--- config.mk ---
export PLATFORM = sky130hd
export DESIGN_NAME = pulse_steer
export DESIGN_NICKNAME = d
export VERILOG_FILES = /design/src/rtl/pulse_steer_pkg.sv /design/src/rtl/pulse_steer_sync.sv /design/src/rtl/pulse_steer_datapath.sv /design/src/rtl/pulse_steer_control.sv /design/src/rtl/pulse_steer.sv
export SDC_FILE = /design/constraint.sdc
export NUM_CORES = 1
export LEC_CHECK = 0
export ABC_AREA = 1
export BUFFER_PORTS_ARGS = -buffer_cell sky130_fd_sc_hd__buf_2
export CORE_MARGIN = 4
export CORE_UTILIZATION = 25
export DETAILED_ROUTE_END_ITERATION = 6
export SLEW_MARGIN = 20
export SYNTH_ARGS = -nofsm -noshare
export SYNTH_HDL_FRONTEND = slang
export SYNTH_HIERARCHICAL = 1
export SYNTH_SLANG_ARGS = --single-unit
--- constraint.sdc ---
create_clock -name clk -period 1.5 [get_ports clk]
set_input_delay 0.15 -clock clk [delete_from_list [all_inputs] [get_ports clk]]
set_output_delay 0.15 -clock clk [all_outputs]
set_load 0.02 [all_outputs]
--- src/rtl/pulse_steer_pkg.sv ---
package pulse_steer_pkg;

  // Bit order of the raw input bundle fed to the synchronizer.
  localparam int NUM_ASYNC = 7;

  typedef struct packed {
    logic nonInv;
    logic inv;
    logic alt;
    logic stop;
    logic therm;
    logic inhA;
    logic inhB;
  } asyncIn_t;

  // Status from datapath to control.
  typedef struct packed {
    logic pulseOn;    // combined pulse active now
    logic pulseRise;  // first cycle of an active pulse
    logic offQual;    // off-time has reached OFF_CYCLES
  } pulseStat_t;

  // Strobes from control to datapath.
  typedef struct packed {
    logic gateA;
    logic gateB;
  } gate_t;

endpackage

--- src/rtl/pulse_steer_sync.sv ---
module pulse_steer_sync #(
  parameter int WIDTH  = 7,
  parameter int STAGES = 2
) (
  input  logic             clk,
  input  logic             rstN,
  input  logic [WIDTH-1:0] din,
  output logic [WIDTH-1:0] dout
);

  logic [STAGES-1:0][WIDTH-1:0] chain;

  always_ff @(posedge clk or negedge rstN) begin
    if (!rstN) begin
      chain <= '0;
    end else begin
      chain[0] <= din;
      for (int s = 1; s < STAGES; s++) begin
        chain[s] <= chain[s-1];
      end
    end
  end

  assign dout = chain[STAGES-1];

endmodule

--- src/rtl/pulse_steer_datapath.sv ---
module pulse_steer_datapath
  import pulse_steer_pkg::*;
#(
  parameter int OFF_CYCLES = 20
) (
  input  logic       clk,
  input  logic       rstN,
  input  logic       nonInvS,
  input  logic       invS,
  input  gate_t      gates,
  output pulseStat_t stat,
  output logic       driveA,
  output logic       driveB
);

  localparam int CNT_W = $clog2(OFF_CYCLES + 1);
  localparam logic [CNT_W-1:0] OFF_MAX = CNT_W'(OFF_CYCLES);

  logic             pulseOn;
  logic             pulseDly;
  logic [CNT_W-1:0] offCnt;

  assign pulseOn = nonInvS & ~invS;

  // Off-time counter: cleared while the pulse is on, saturates at OFF_MAX.
  // Reset value is saturated so the first pulse after reset is a new one.
  always_ff @(posedge clk or negedge rstN) begin
    if (!rstN) begin
      offCnt   <= OFF_MAX;
      pulseDly <= 1'b0;
    end else begin
      pulseDly <= pulseOn;
      if (pulseOn) begin
        offCnt <= '0;
      end else if (offCnt != OFF_MAX) begin
        offCnt <= offCnt + 1'b1;
      end
    end
  end

  assign stat.pulseOn   = pulseOn;
  assign stat.pulseRise = pulseOn & ~pulseDly;
  assign stat.offQual   = (offCnt == OFF_MAX);

  always_ff @(posedge clk or negedge rstN) begin
    if (!rstN) begin
      driveA <= 1'b0;
      driveB <= 1'b0;
    end else begin
      driveA <= pulseOn & gates.gateA;
      driveB <= pulseOn & gates.gateB;
    end
  end

endmodule

--- src/rtl/pulse_steer_control.sv ---
module pulse_steer_control
  import pulse_steer_pkg::*;
(
  input  logic       clk,
  input  logic       rstN,
  input  pulseStat_t stat,
  input  logic       altS,
  input  logic       stopS,
  input  logic       thermS,
  input  logic       inhAS,
  input  logic       inhBS,
  output gate_t      gates
);

  logic newPulse;
  logic nextB;
  logic curB;
  logic selB;
  logic stopLatch;
  logic blockAll;

  assign newPulse = stat.pulseRise & stat.offQual;
  assign selB     = newPulse ? nextB : curB;

  // Toggle: a new pulse takes the pending channel and flips it.
  always_ff @(posedge clk or negedge rstN) begin
    if (!rstN) begin
      nextB <= 1'b0;
      curB  <= 1'b0;
    end else if (newPulse) begin
      curB  <= nextB;
      nextB <= ~nextB;
    end
  end

  // Stop latch: set has priority, clears after a qualified off-time.
  always_ff @(posedge clk or negedge rstN) begin
    if (!rstN) begin
      stopLatch <= 1'b0;
    end else if (stopS) begin
      stopLatch <= 1'b1;
    end else if (stat.offQual) begin
      stopLatch <= 1'b0;
    end
  end

  assign blockAll    = stopLatch | stopS | thermS;
  assign gates.gateA = ~blockAll & ~inhAS & (~altS | ~selB);
  assign gates.gateB = ~blockAll & ~inhBS & (~altS | selB);

endmodule

--- src/rtl/pulse_steer.sv ---
module pulse_steer
  import pulse_steer_pkg::*;
#(
  parameter int OFF_CYCLES  = 20,
  parameter int SYNC_STAGES = 2
) (
  input  logic clk,
  input  logic rstN,
  input  logic pulseNonInv,
  input  logic pulseInv,
  input  logic altMode,
  input  logic stopReq,
  input  logic thermFault,
  input  logic inhibitA,
  input  logic inhibitB,
  output logic driveA,
  output logic driveB
);

  asyncIn_t   rawIn;
  asyncIn_t   syncIn;
  pulseStat_t stat;
  gate_t      gates;

  logic altS, stopS, thermS, inhAS, inhBS, pulseOnS;

  assign rawIn = '{nonInv: pulseNonInv, inv: pulseInv, alt: altMode,
                   stop: stopReq, therm: thermFault,
                   inhA: inhibitA, inhB: inhibitB};

  pulse_steer_sync #(
    .WIDTH  (NUM_ASYNC),
    .STAGES (SYNC_STAGES)
  ) sync_i (
    .clk  (clk),
    .rstN (rstN),
    .din  (rawIn),
    .dout (syncIn)
  );

  assign altS     = syncIn.alt;
  assign stopS    = syncIn.stop;
  assign thermS   = syncIn.therm;
  assign inhAS    = syncIn.inhA;
  assign inhBS    = syncIn.inhB;
  assign pulseOnS = stat.pulseOn;

  pulse_steer_datapath #(
    .OFF_CYCLES (OFF_CYCLES)
  ) dp_i (
    .clk     (clk),
    .rstN    (rstN),
    .nonInvS (syncIn.nonInv),
    .invS    (syncIn.inv),
    .gates   (gates),
    .stat    (stat),
    .driveA  (driveA),
    .driveB  (driveB)
  );

  pulse_steer_control ctl_i (
    .clk    (clk),
    .rstN   (rstN),
    .stat   (stat),
    .altS   (altS),
    .stopS  (stopS),
    .thermS (thermS),
    .inhAS  (inhAS),
    .inhBS  (inhBS),
    .gates  (gates)
  );

endmodule

==> run summary, run 1 <==
The flow ran to the end, and the final reports show no timing, DRC or antenna violations. The worst hold path was traced through 0 stages. For the total count of max-transition violations in the final report, the log shows 0.

The routed layout has 579 vias. After global routing the overflow that remains totals 0. The post-layout net count came out at 118. The cell area after synthesis was 968 um^2. The site row count is 22, and the clock edge transition at the registers on the reported setup and hold paths is 0.09 ns. At the end of routability-driven placement, the weighted congestion stood at 0.696. The number of nets handed over by synthesis was 98. The smallest clock period supported by the final layout is computed as 1.41 ns.

The stage delay of the slowest cell on the critical path was 0.41 ns; the relative slew slack was 0.650. Global-route total usage across every layer: 0.0575. The initial antenna violation count is 0. The number of input and output port buffers inserted is 10.

The final non-filler cell area is 1190 um^2, and the post-synthesis cell count is 87. Setup violations remaining at the end of the flow were counted as 0. The slowest stage of the critical path belongs to the cell sky130_fd_sc_hd__dfrtp_1.

The worst register-to-register path has a setup slack of 0.09 ns. TritonCTS built the clock tree. STA classifies the critical path endpoint as a flip-flop.

The ratio of total power to cell area was 1200 nW/um^2. For the worst-skew pair, the clock arrives at the later sink with an insertion delay of 0.26 ns. The number of violations of the max-capacitance limit is 0. In this run the static leakage power is 0.000567 uW. The count of nets left with antenna violations once routing finished came out at 0. Walking the worst path, the cells encountered are inv_1 -> ha_1 -> nand2_2 -> nor2_4 -> nand2_2 -> nand2_2 -> nand2_2 -> a21oi_2 -> inv_1 -> nor2_1. In the final routed layout, each cell accounts on average for 8.44 um. The Yosys step of the flow raised 6 warnings. The logs give 1 for the number of H-tree levels and 710 MHz for the upper clock frequency limit. The tools report the buffer cell driving the clock tree root as sky130_fd_sc_hd__clkbuf_8. Between clock sinks in the finished design, the worst skew comes to 0.00432 ns.

The longest clock path from root to sink contains 2 buffers. The first global-routing pass estimated 2350 um of wire. Of all nets on the critical path, the largest fanout is 6. The critical path launch point type is a flip-flop. CTS saw 25 sinks. The launch point of the worst hold path is sync_i/chain[4]. Across the VDD grid, the largest voltage drop is 0.576 mV. The worst hold path terminates at sync_i/dout[4]. Counting stages on the worst path, the most repeated cell is sky130_fd_sc_hd__nand2_2. Counting the buffers created by CTS gives 3. For the pin with the worst max-slew slack, the measured transition is 0.526 ns. Gates resized during post-CTS repair numbered 0.

The region available for standard cell placement spans 3720 um^2. In this run the worst hold path is classified as flip-flop to flip-flop. The logs give 4930 um^2 for the area of the die and 23 for the violation count after the first detailed-route iteration. Final total negative setup slack: 0 ns. For this run, design rule violations remaining after detail routing come to 0. The number of antenna diodes in the final layout is 0. The critical path is of the flip-flop to flip-flop type. The run gives 369 as the layout filler cell count.

The required time at the endpoint of the critical path is 1.70 ns, and the number of global-route vias before repair is 538. The floorplan step set the die width to 70.2 um. The endpoint identified for the worst register-to-register timing path is dp_i/driveA.

The fraction of final layout cells with drive strength greater than 1 is 0.292, and the placed wire-length estimate after detailed placement is 900 um. A synthesized cell averages 11.1 um^2. After detailed routing, the number of vias per cell comes to 3.76. The first-pass iteration count of the detailed router is 5, and the pin count of the biggest net entering global routing is 26. The worst endpoint data arrival time is 1.61 ns, and the final critical-path share of the clock period is 0.939. The tools report the number of hold violations in the final report as 0. The startpoint identified for the worst register-to-register timing path is dp_i/offCnt[0]. Number of primary I/O pins: 11.

Initial standard-cell utilization of the core: 0.261. Summed over all layers, the routed wires come to 1300 um. The logic depth of the worst register-to-register path is 10, and the post-synthesis to final-layout area growth is 22.5%. The die height is 70.2 um, and the cell area after placement is 1030 um^2.
==> critical path, delay by kind of cell, from the launching register on <==
family          cells  cell delay (ns)
flops               1             0.41
simple gates        6             0.52
compound gates      1             0.11
fa+ha+maj           1             0.16
buf+inv             2             0.13
==> repair_timing <==
| item | 4_1_cts | 5_1_grt |
|---|---|---|
| setup buffers | 0 | 4 |
| endpoints found under the setup margin | 0 | 2 |
| endpoints found under the hold margin | 30 | 0 |
| hold buffers | 8 | 0 |
==> per-layer routing <==
layer | global-route usage | vias to the layer above | part of all wire
li1 | - | 298 | -
met1 | 0.0791 | 259 | 0.49
met2 | 0.0811 | 20 | 0.43
met3 | 0.0317 | 2 | 0.071
met4 | 0.00638 | 0 | 0.0054
met5 | 0 | - | 0
==> power breakdown <==
group          internal, uW  switching (uW)
registers               753            64.5
logic                  92.8             117
clock network           194             203
total                  1040             385
==> per-stage QoR <==
step	worst slack, ns	total power, uW	util	hold WS, ns	instances
6_report	0.0909	1430	0.319	0.353	154
2_1_floorplan	0.192	967	-	-0.146	87
3_3_place_gp	0.125	1000	0.276	0.153	138
4_1_cts	0.0484	1440	0.311	0.355	150
5_1_grt	-0.0221	1520	0.319	0.368	154
3_5_place_dp	0.0685	1020	0.276	0.164	138
==> cell type report <==
cell class	instances	area [um^2]	area share
clock inverters	1	8.76	0.00738
multi-input cells	42	239	0.201
inverters	13	48.8	0.0411
clock buffers	3	41.3	0.0348
flip-flops and latches	25	628	0.530
well taps	48	60.1	0.0506
repair buffers	22	160	0.135
==> cell usage in the layout (no fill, tap or decap), drive strengths merged <==
master,n
xnor2,1
buf,14
nand3b,1
inv,14
a21oi,3
o21ai,2
nand4,1
nand2,12
nand3,8
dlygate4sd3,8
clkbuf,3
nor2,12
dfrtp,23
ha,2
dfstp,2
==> worst max-delay path by stage <==
stage / start / endpoint / slack [ns] / depth (start not counted)
final: dp_i/offCnt[0] / dp_i/driveA / 0.09 / 10
after global placement: dp_i/offCnt[0] / dp_i/driveA / 0.12 / 10
after floorplan: dp_i/offCnt[0] / dp_i/driveA / 0.19 / 10
after global routing: dp_i/offCnt[0] / dp_i/driveA / -0.02 / 10
after CTS: dp_i/offCnt[0] / dp_i/driveA / 0.05 / 10
after detailed placement: dp_i/offCnt[0] / dp_i/driveA / 0.07 / 10
Power figures use the tool's default switching activity.
==> run 2, diff against run 1 <==
Settings changed: CORE_MARGIN 4 to not set, PLACE_DENSITY set to 0.39.
==> run 2 against run 1 <==
  * First-iteration DRC count increased by 43%
  * Fmax increased by 1.7%
  * Critical path type unchanged
  * Largest power group unchanged
  * Worst hold slack got worse by 0.0078 ns
  * Clock skew increased by 0.0019 ns
  * Non-clock buffer count decreased by 1
  * Core utilization decreased by 0.067 points
  * Via count unchanged
  * Final area decreased by 0.95%
  * Combinational power increased by 2%
  * Global-route usage increased by 2.5 points
  * Worst setup slack improved by 0.023 ns
  * Total power decreased by 0.38%
==> run summary, run 2 (synthesized netlist as in run 1, its figures left out) <==
The overflow left after global routing is 0 (unchanged), and the final critical-path required period is 1.39 ns (was 1.41 ns). The leakage power was 0.000559 uW (was 0.000567 uW). The logs give 0.263 (was 0.261) for the initial standard-cell utilization of the core and 0.00626 ns (was 0.00432 ns) for the final setup skew.

The run gives 1.59 ns (was 1.61 ns) as the worst endpoint data arrival time. The post-detailed-route DRC marker count was 0 (unchanged); the placeable core region was 3690 um^2 (was 3720 um^2). For the site row count, the log shows 22 (unchanged).

The worst flop-to-flop path startpoint is dp_i/offCnt[0] (unchanged). The quantity of gates resized following cts came out at 0 (unchanged). The flow ran to the end, and the final reports show no timing, DRC or antenna violations. The slew at the pin closest to its max-slew limit came out at 0.546 ns (was 0.526 ns).

The critical path startpoint was dp_i/offCnt[0] (unchanged). Total wire length after detailed routing: 1360 um (was 1300 um). The tools report the number of global-route vias before repair as 633 (was 538).

The run gives 0.616 mV (was 0.576 mV) as the largest voltage drop on the vdd net. The upper clock frequency limit is 722 MHz (was 710 MHz). The element type at the critical path end is a flip-flop (unchanged). For the required time at the endpoint of the critical path, the log shows 1.70 ns (about the same). The most common library cell in the layout ignoring fill and taps is sky130_fd_sc_hd__dfrtp_1 (unchanged).

The post-detailed-route wirelength per cell was 8.91 um (was 8.44 um); the clock latency on the worst-skew pair was 0.26 ns (about the same). For the via count, the log shows 579 (unchanged). The routed wire length on met3 was 50 um (was 92 um); the ratio of total power to cell area was 1210 nW/um^2 (was 1200 nW/um^2). Initial antenna violation count: 0 (unchanged).

The number of antenna cells inserted came out at 0 (unchanged). The run gives 643 um (was 565 um) as the met2 wirelength from detailed routing. The fraction of final layout cells with drive strength greater than 1 was 0.286 (was 0.292); the routed length on met1 was 669 um (was 634 um). The area of the die was 4130 um^2 (was 4930 um^2); the post-layout net count was 117 (was 118).

The die height works out to 64.2 um (was 70.2 um). The final total negative setup slack was 0 ns (unchanged); the violation count after the first detailed-route iteration was 33 (was 23). For the number of H-tree levels, the log shows 1 (unchanged). Highest-count cells in the layout ignoring fill and taps: 23 x sky130_fd_sc_hd__dfrtp_1, 12 x sky130_fd_sc_hd__inv_1, 10 x sky130_fd_sc_hd__buf_2 (unchanged). For the number of primary I/O pins, the log shows 11 (unchanged). For the relative slew slack, the log shows 0.636 (was 0.650). The critical path launch point type is a flip-flop (unchanged).

The post-synthesis to final-layout area growth was 21.3% (was 22.5%); the number of violations of the max-capacitance limit was 0 (unchanged). The tools report the launch point of the worst hold path as sync_i/chain[4] (unchanged). The clock edge transition at the registers on the reported setup and hold paths works out to 0.09 ns (about the same).

The final critical-path share of the clock period was 0.924 (was 0.939); the final non-filler cell area was 1170 um^2 (was 1190 um^2). The tools report the final core utilization as 0.319 (about the same). Setup repair after global routing left no endpoint under its margin. The tools report the post-layout worst setup margin as 0.114 ns (was 0.0909 ns). The largest fanout of any net on the critical path was 3 (was 6). Placed wire-length estimate after detailed placement: 898 um (was 900 um). Highest metal layer with signal wires: met3 (was met4). Path category of the worst min-delay check: flip-flop to flip-flop (unchanged). The run gives 0 (unchanged) as the total count of max-transition violations in the final report. The maximum buffer depth of the clock tree is 2 (unchanged), and the number of input and output port buffers inserted is 10 (unchanged). The die boundary width came out at 64.2 um (was 70.2 um).

The tools report the buffer cell driving the clock tree root as sky130_fd_sc_hd__clkbuf_8 (unchanged). TritonCTS built the clock tree. The count of clock tree sinks was 25 (unchanged); the via-per-instance ratio was 3.78 (was 3.76). The critical path start-end classification was flip-flop to flip-flop (unchanged). The global-route total usage across every layer came out at 0.0820 (was 0.0575).

The first-pass GRT wire length was 2600 um (was 2350 um). The first-pass iteration count of the detailed router is 4 (was 5). The number of buffers created by CTS is 3 (unchanged), and the minimum setup slack after placement is 0.0978 ns (was 0.0685 ns). The pin count of the biggest net entering global routing was 26 (unchanged). The tools report the cell area after placement as 1030 um^2 (about the same). The number of hold violations in the final report is 0 (unchanged), and the remaining number of nets flagged by the antenna check after routing is 0 (unchanged).

The final count of negative-setup-slack endpoints is 0 (unchanged), and the routability congestion estimate is 0.748 (was 0.696).
==> run 2: changes by cell type in the layout (fill, tap and decap cells not counted), sizes merged <==
cell    previous run  this run
clkinv             0         1
buf               14        13
inv               14        13
==> run 2: path summary, 6_finish.rpt <==
path	cells past startpoint	slack, ns	endpoint
max	10	0.11	dp_i/driveA
min	0	0.34	sync_i/dout[4]
max reg2reg	10	0.11	dp_i/driveA
min reg2reg	0	0.34	sync_i/dout[4]
max in group asynchronous	2	0.74	sync_i/dout[2]
min in group asynchronous	2	0.39	ctl_i/curB
==> run 2: layout make-up <==
cell class | count | area [um^2]
tap | 48 | 60.1
fill | 377 | 2510
sequential | 25 | 628
clock inverter | 1 | 5.00
multi-input combinational | 42 | 239
inverter | 13 | 48.8
clock buffer | 3 | 41.3
timing repair buffer | 21 | 153
==> run 2: through the flow <==
stage	hold slack, ns	total power (uW)	std cells
floorplan	-0.146	967	87
global placement	0.170	1010	139
detailed placement	0.172	1020	139
CTS	0.350	1430	151
global route	0.363	1510	153
finish	0.345	1420	153
==> run 2: repair_timing <==
item                       in CTS  in global routing
setup buffers                   0                  2
hold buffers                    8                  0
hold endpoints to repair       30                  0
setup endpoints to repair       0                  2
==> run 2: critical path: stages (launching register included) <==
cell	delay, ns
sky130_fd_sc_hd__dfrtp_1	0.40
sky130_fd_sc_hd__inv_1	0.08
sky130_fd_sc_hd__ha_1	0.16
sky130_fd_sc_hd__nand2_2	0.07
sky130_fd_sc_hd__nor2_4	0.13
sky130_fd_sc_hd__nand2_2	0.08
sky130_fd_sc_hd__nand2_2	0.08
sky130_fd_sc_hd__nand2_2	0.06
sky130_fd_sc_hd__a21oi_2	0.12
sky130_fd_sc_hd__inv_1	0.05
sky130_fd_sc_hd__nor2_1	0.09
==> run 2: metal layers <==
metal  track usage  up-vias
met2         0.138       11
met1        0.0952      272
met3        0.0321        0
li1              -      296
met4        0.0250        0
met5             0        -
==> run 2: report_power, final <==
group,internal [uW],switching [uW],total (uW)
combinational,97.3,117,215
clock,185,206,391
sequential,753,60.4,814
total,1040,384,1420
==> run 3, diff against run 2 <==
Settings changed: RECOVER_POWER set to 50.
==> run 3 against run 2 <==
  * Total power hardly changed
  * Final area stayed put
  * Non-clock buffer count stayed put
  * Core utilization stayed put
  * Sequential power hardly changed
  * Highest routed layer unchanged
  * Worst setup slack stayed put
  * Sequential share of layout area stayed put
  * Clock skew stayed put
  * Largest power group unchanged
==> run summary, run 3 (synthesized netlist as in run 1, its figures left out) <==
The flow ran to the end, and the final reports show no timing, DRC or antenna violations. The run gives 1360 um (unchanged) as the total wire length after detailed routing. The initial standard-cell utilization of the core was 0.263 (unchanged); the largest fanout of any net on the critical path was 3 (unchanged).

Setup repair after global routing left no endpoint under its margin. The final critical-path required period was 1.39 ns (unchanged); the final total negative setup slack was 0 ns (unchanged). The launch point of the worst hold path is sync_i/chain[4] (unchanged). The logs give 4130 um^2 (unchanged) for the area of the die and 3 (unchanged) for the number of buffers created by CTS. The post-detailed-route DRC marker count is 0 (unchanged). TritonCTS built the clock tree. Highest-count cells in the layout ignoring fill and taps: 23 x sky130_fd_sc_hd__dfrtp_1, 12 x sky130_fd_sc_hd__inv_1, 9 x sky130_fd_sc_hd__buf_2 (was 23 x sky130_fd_sc_hd__dfrtp_1, 12 x sky130_fd_sc_hd__inv_1, 10 x sky130_fd_sc_hd__buf_2).

The placed wire-length estimate after detailed placement is 898 um (unchanged). Worst flop-to-flop path startpoint: dp_i/offCnt[0] (unchanged). The post-synthesis to final-layout area growth is 21.3% (unchanged), and the number of input and output port buffers inserted is 10 (unchanged). The tools report the maximum buffer depth of the clock tree as 2 (unchanged).

The instance count along the most critical hold path came out at 0 (unchanged). The logs give 0 (unchanged) for the initial antenna violation count and 0 (unchanged) for the quantity of gates resized following cts. The endpoint of the worst hold path is sync_i/dout[4] (unchanged). The critical path startpoint was dp_i/offCnt[0] (unchanged).

The total count of max-transition violations in the final report is 0 (unchanged). The critical path launch point type was a flip-flop (unchanged). The tools report the number of antenna cells inserted as 0 (unchanged). The final count of negative-setup-slack endpoints was 0 (unchanged); the logic depth of the worst register-to-register path was 10 (unchanged). The overflow left after global routing came out at 0 (unchanged). The worst endpoint data arrival time is 1.59 ns (about the same), and the largest voltage drop on the vdd net is 0.616 mV (about the same). For the first-pass iteration count of the detailed router, the log shows 4 (unchanged).

For the placeable core region, the log shows 3690 um^2 (unchanged). The logs give 1 (unchanged) for the number of H-tree levels and 0.595 (was 0.636) for the relative slew slack. Via-per-instance ratio: 3.78 (unchanged). The critical path start-end classification is flip-flop to flip-flop (unchanged). The post-detailed-route wirelength per cell is 8.91 um (unchanged), and the routability congestion estimate is 0.748 (unchanged). The number of hold violations in the final report came out at 0 (unchanged). For the global-route total usage across every layer, the log shows 0.0820 (unchanged).

The tools report the number of global-route vias before repair as 633 (unchanged). The pin count of the biggest net entering global routing is 26 (unchanged), and the post-layout net count is 117 (unchanged). The run gives 1170 um^2 (unchanged) as the final non-filler cell area. For the clock latency on the worst-skew pair, the log shows 0.26 ns (about the same). The tools report the buffer cell driving the clock tree root as sky130_fd_sc_hd__clkbuf_8 (unchanged). For the worst-case register-to-register setup slack, the log shows 0.11 ns (about the same). Most common library cell in the layout ignoring fill and taps: sky130_fd_sc_hd__dfrtp_1 (unchanged). The remaining number of nets flagged by the antenna check after routing was 0 (unchanged); the ratio of total power to cell area was 1210 nW/um^2 (about the same). The fraction of final layout cells with drive strength greater than 1 was 0.286 (unchanged). Element type at the critical path end: a flip-flop (unchanged).

The number of primary I/O pins was 11 (unchanged). Die boundary width: 64.2 um (unchanged). The final critical-path share of the clock period was 0.924 (unchanged); the die height was 64.2 um (unchanged).

The logs give 0.000560 uW (was 0.000559 uW) for the leakage power and 1030 um^2 (unchanged) for the cell area after placement. The logs give 25 (unchanged) for the count of clock tree sinks and 0 (unchanged) for the number of violations of the max-capacitance limit. For the required time at the endpoint of the critical path, the log shows 1.70 ns (about the same).

The run gives 579 (unchanged) as the via count. The upper clock frequency limit is 722 MHz (unchanged), and the violation count after the first detailed-route iteration is 33 (unchanged). The first-pass GRT wire length is 2600 um (unchanged), and the slew at the pin closest to its max-slew limit is 0.607 ns (was 0.546 ns). The path category of the worst min-delay check was flip-flop to flip-flop (unchanged). Capturing point of the worst reg2reg path: dp_i/driveA (unchanged). The clock edge transition at the registers on the reported setup and hold paths was 0.09 ns (about the same); the final setup skew was 0.00626 ns (unchanged).

The tools report the site row count as 22 (unchanged).
run 3: per-stage QoR:
step	hold WS [ns]	instances	worst slack, ns	utilization	power, uW
3_3_place_gp	0.170	139	0.163	0.280	1010
5_1_grt	0.363	153	0.0102	0.319	1510
6_report	0.345	153	0.114	0.319	1420
3_5_place_dp	0.172	139	0.0978	0.280	1020
4_1_cts	0.350	151	0.0777	0.314	1430
2_1_floorplan	-0.146	87	0.192	-	967
run 3: worst max-delay path by stage:
| stage | cells after the start | end | slack, ns |
|---|---|---|---|
| floorplan | 10 | dp_i/driveA | 0.19 |
| global placement | 10 | dp_i/driveB | 0.16 |
| detailed placement | 10 | dp_i/driveA | 0.1 |
| CTS | 10 | dp_i/driveA | 0.08 |
| global route | 10 | dp_i/driveA | 0.01 |
| finish | 10 | dp_i/driveA | 0.11 |
run 3: cell type report:
type	count	area, um^2
clock inverters	1	5.00
fillers	377	2510
flip-flops and latches	25	628
inverters	13	48.8
well taps	48	60.1
multi-input cells	42	239
repair buffers	21	153
clock buffers	3	41.3
run 3: what timing repair did:
action / CTS / global route
hold buffers: 8 / 0
endpoints found under the setup margin: 0 / 2
buffers inserted: 0 / 2
hold endpoints to repair: 30 / 0
run 3: per-layer routing:
| metal | vias to the layer above | GRT usage | wire (um) |
|---|---|---|---|
| met1 | 272 | 0.0952 | 669 |
| met2 | 11 | 0.138 | 643 |
| met3 | 0 | 0.0321 | 50 |
| met5 | - | 0 | 0 |
| met4 | 0 | 0.0250 | 0 |
| li1 | 296 | - | - |
run 3: report_power, final:
part           leakage [uW]  switching, uW  internal, uW  total, uW
Combinational      0.000235            118          97.3        215
Clock             0.0000255            206           185        391
Sequential         0.000299           60.4           753        814
run 3: critical path: stages (launching register included):
cell and delay [ns]:
sky130_fd_sc_hd__dfrtp_1 0.40, sky130_fd_sc_hd__inv_1 0.08, sky130_fd_sc_hd__ha_1 0.16, sky130_fd_sc_hd__nand2_2 0.07, sky130_fd_sc_hd__nor2_4 0.13, sky130_fd_sc_hd__nand2_2 0.08
sky130_fd_sc_hd__nand2_2 0.08, sky130_fd_sc_hd__nand2_2 0.06, sky130_fd_sc_hd__a21oi_2 0.12, sky130_fd_sc_hd__inv_1 0.05, sky130_fd_sc_hd__nor2_1 0.09
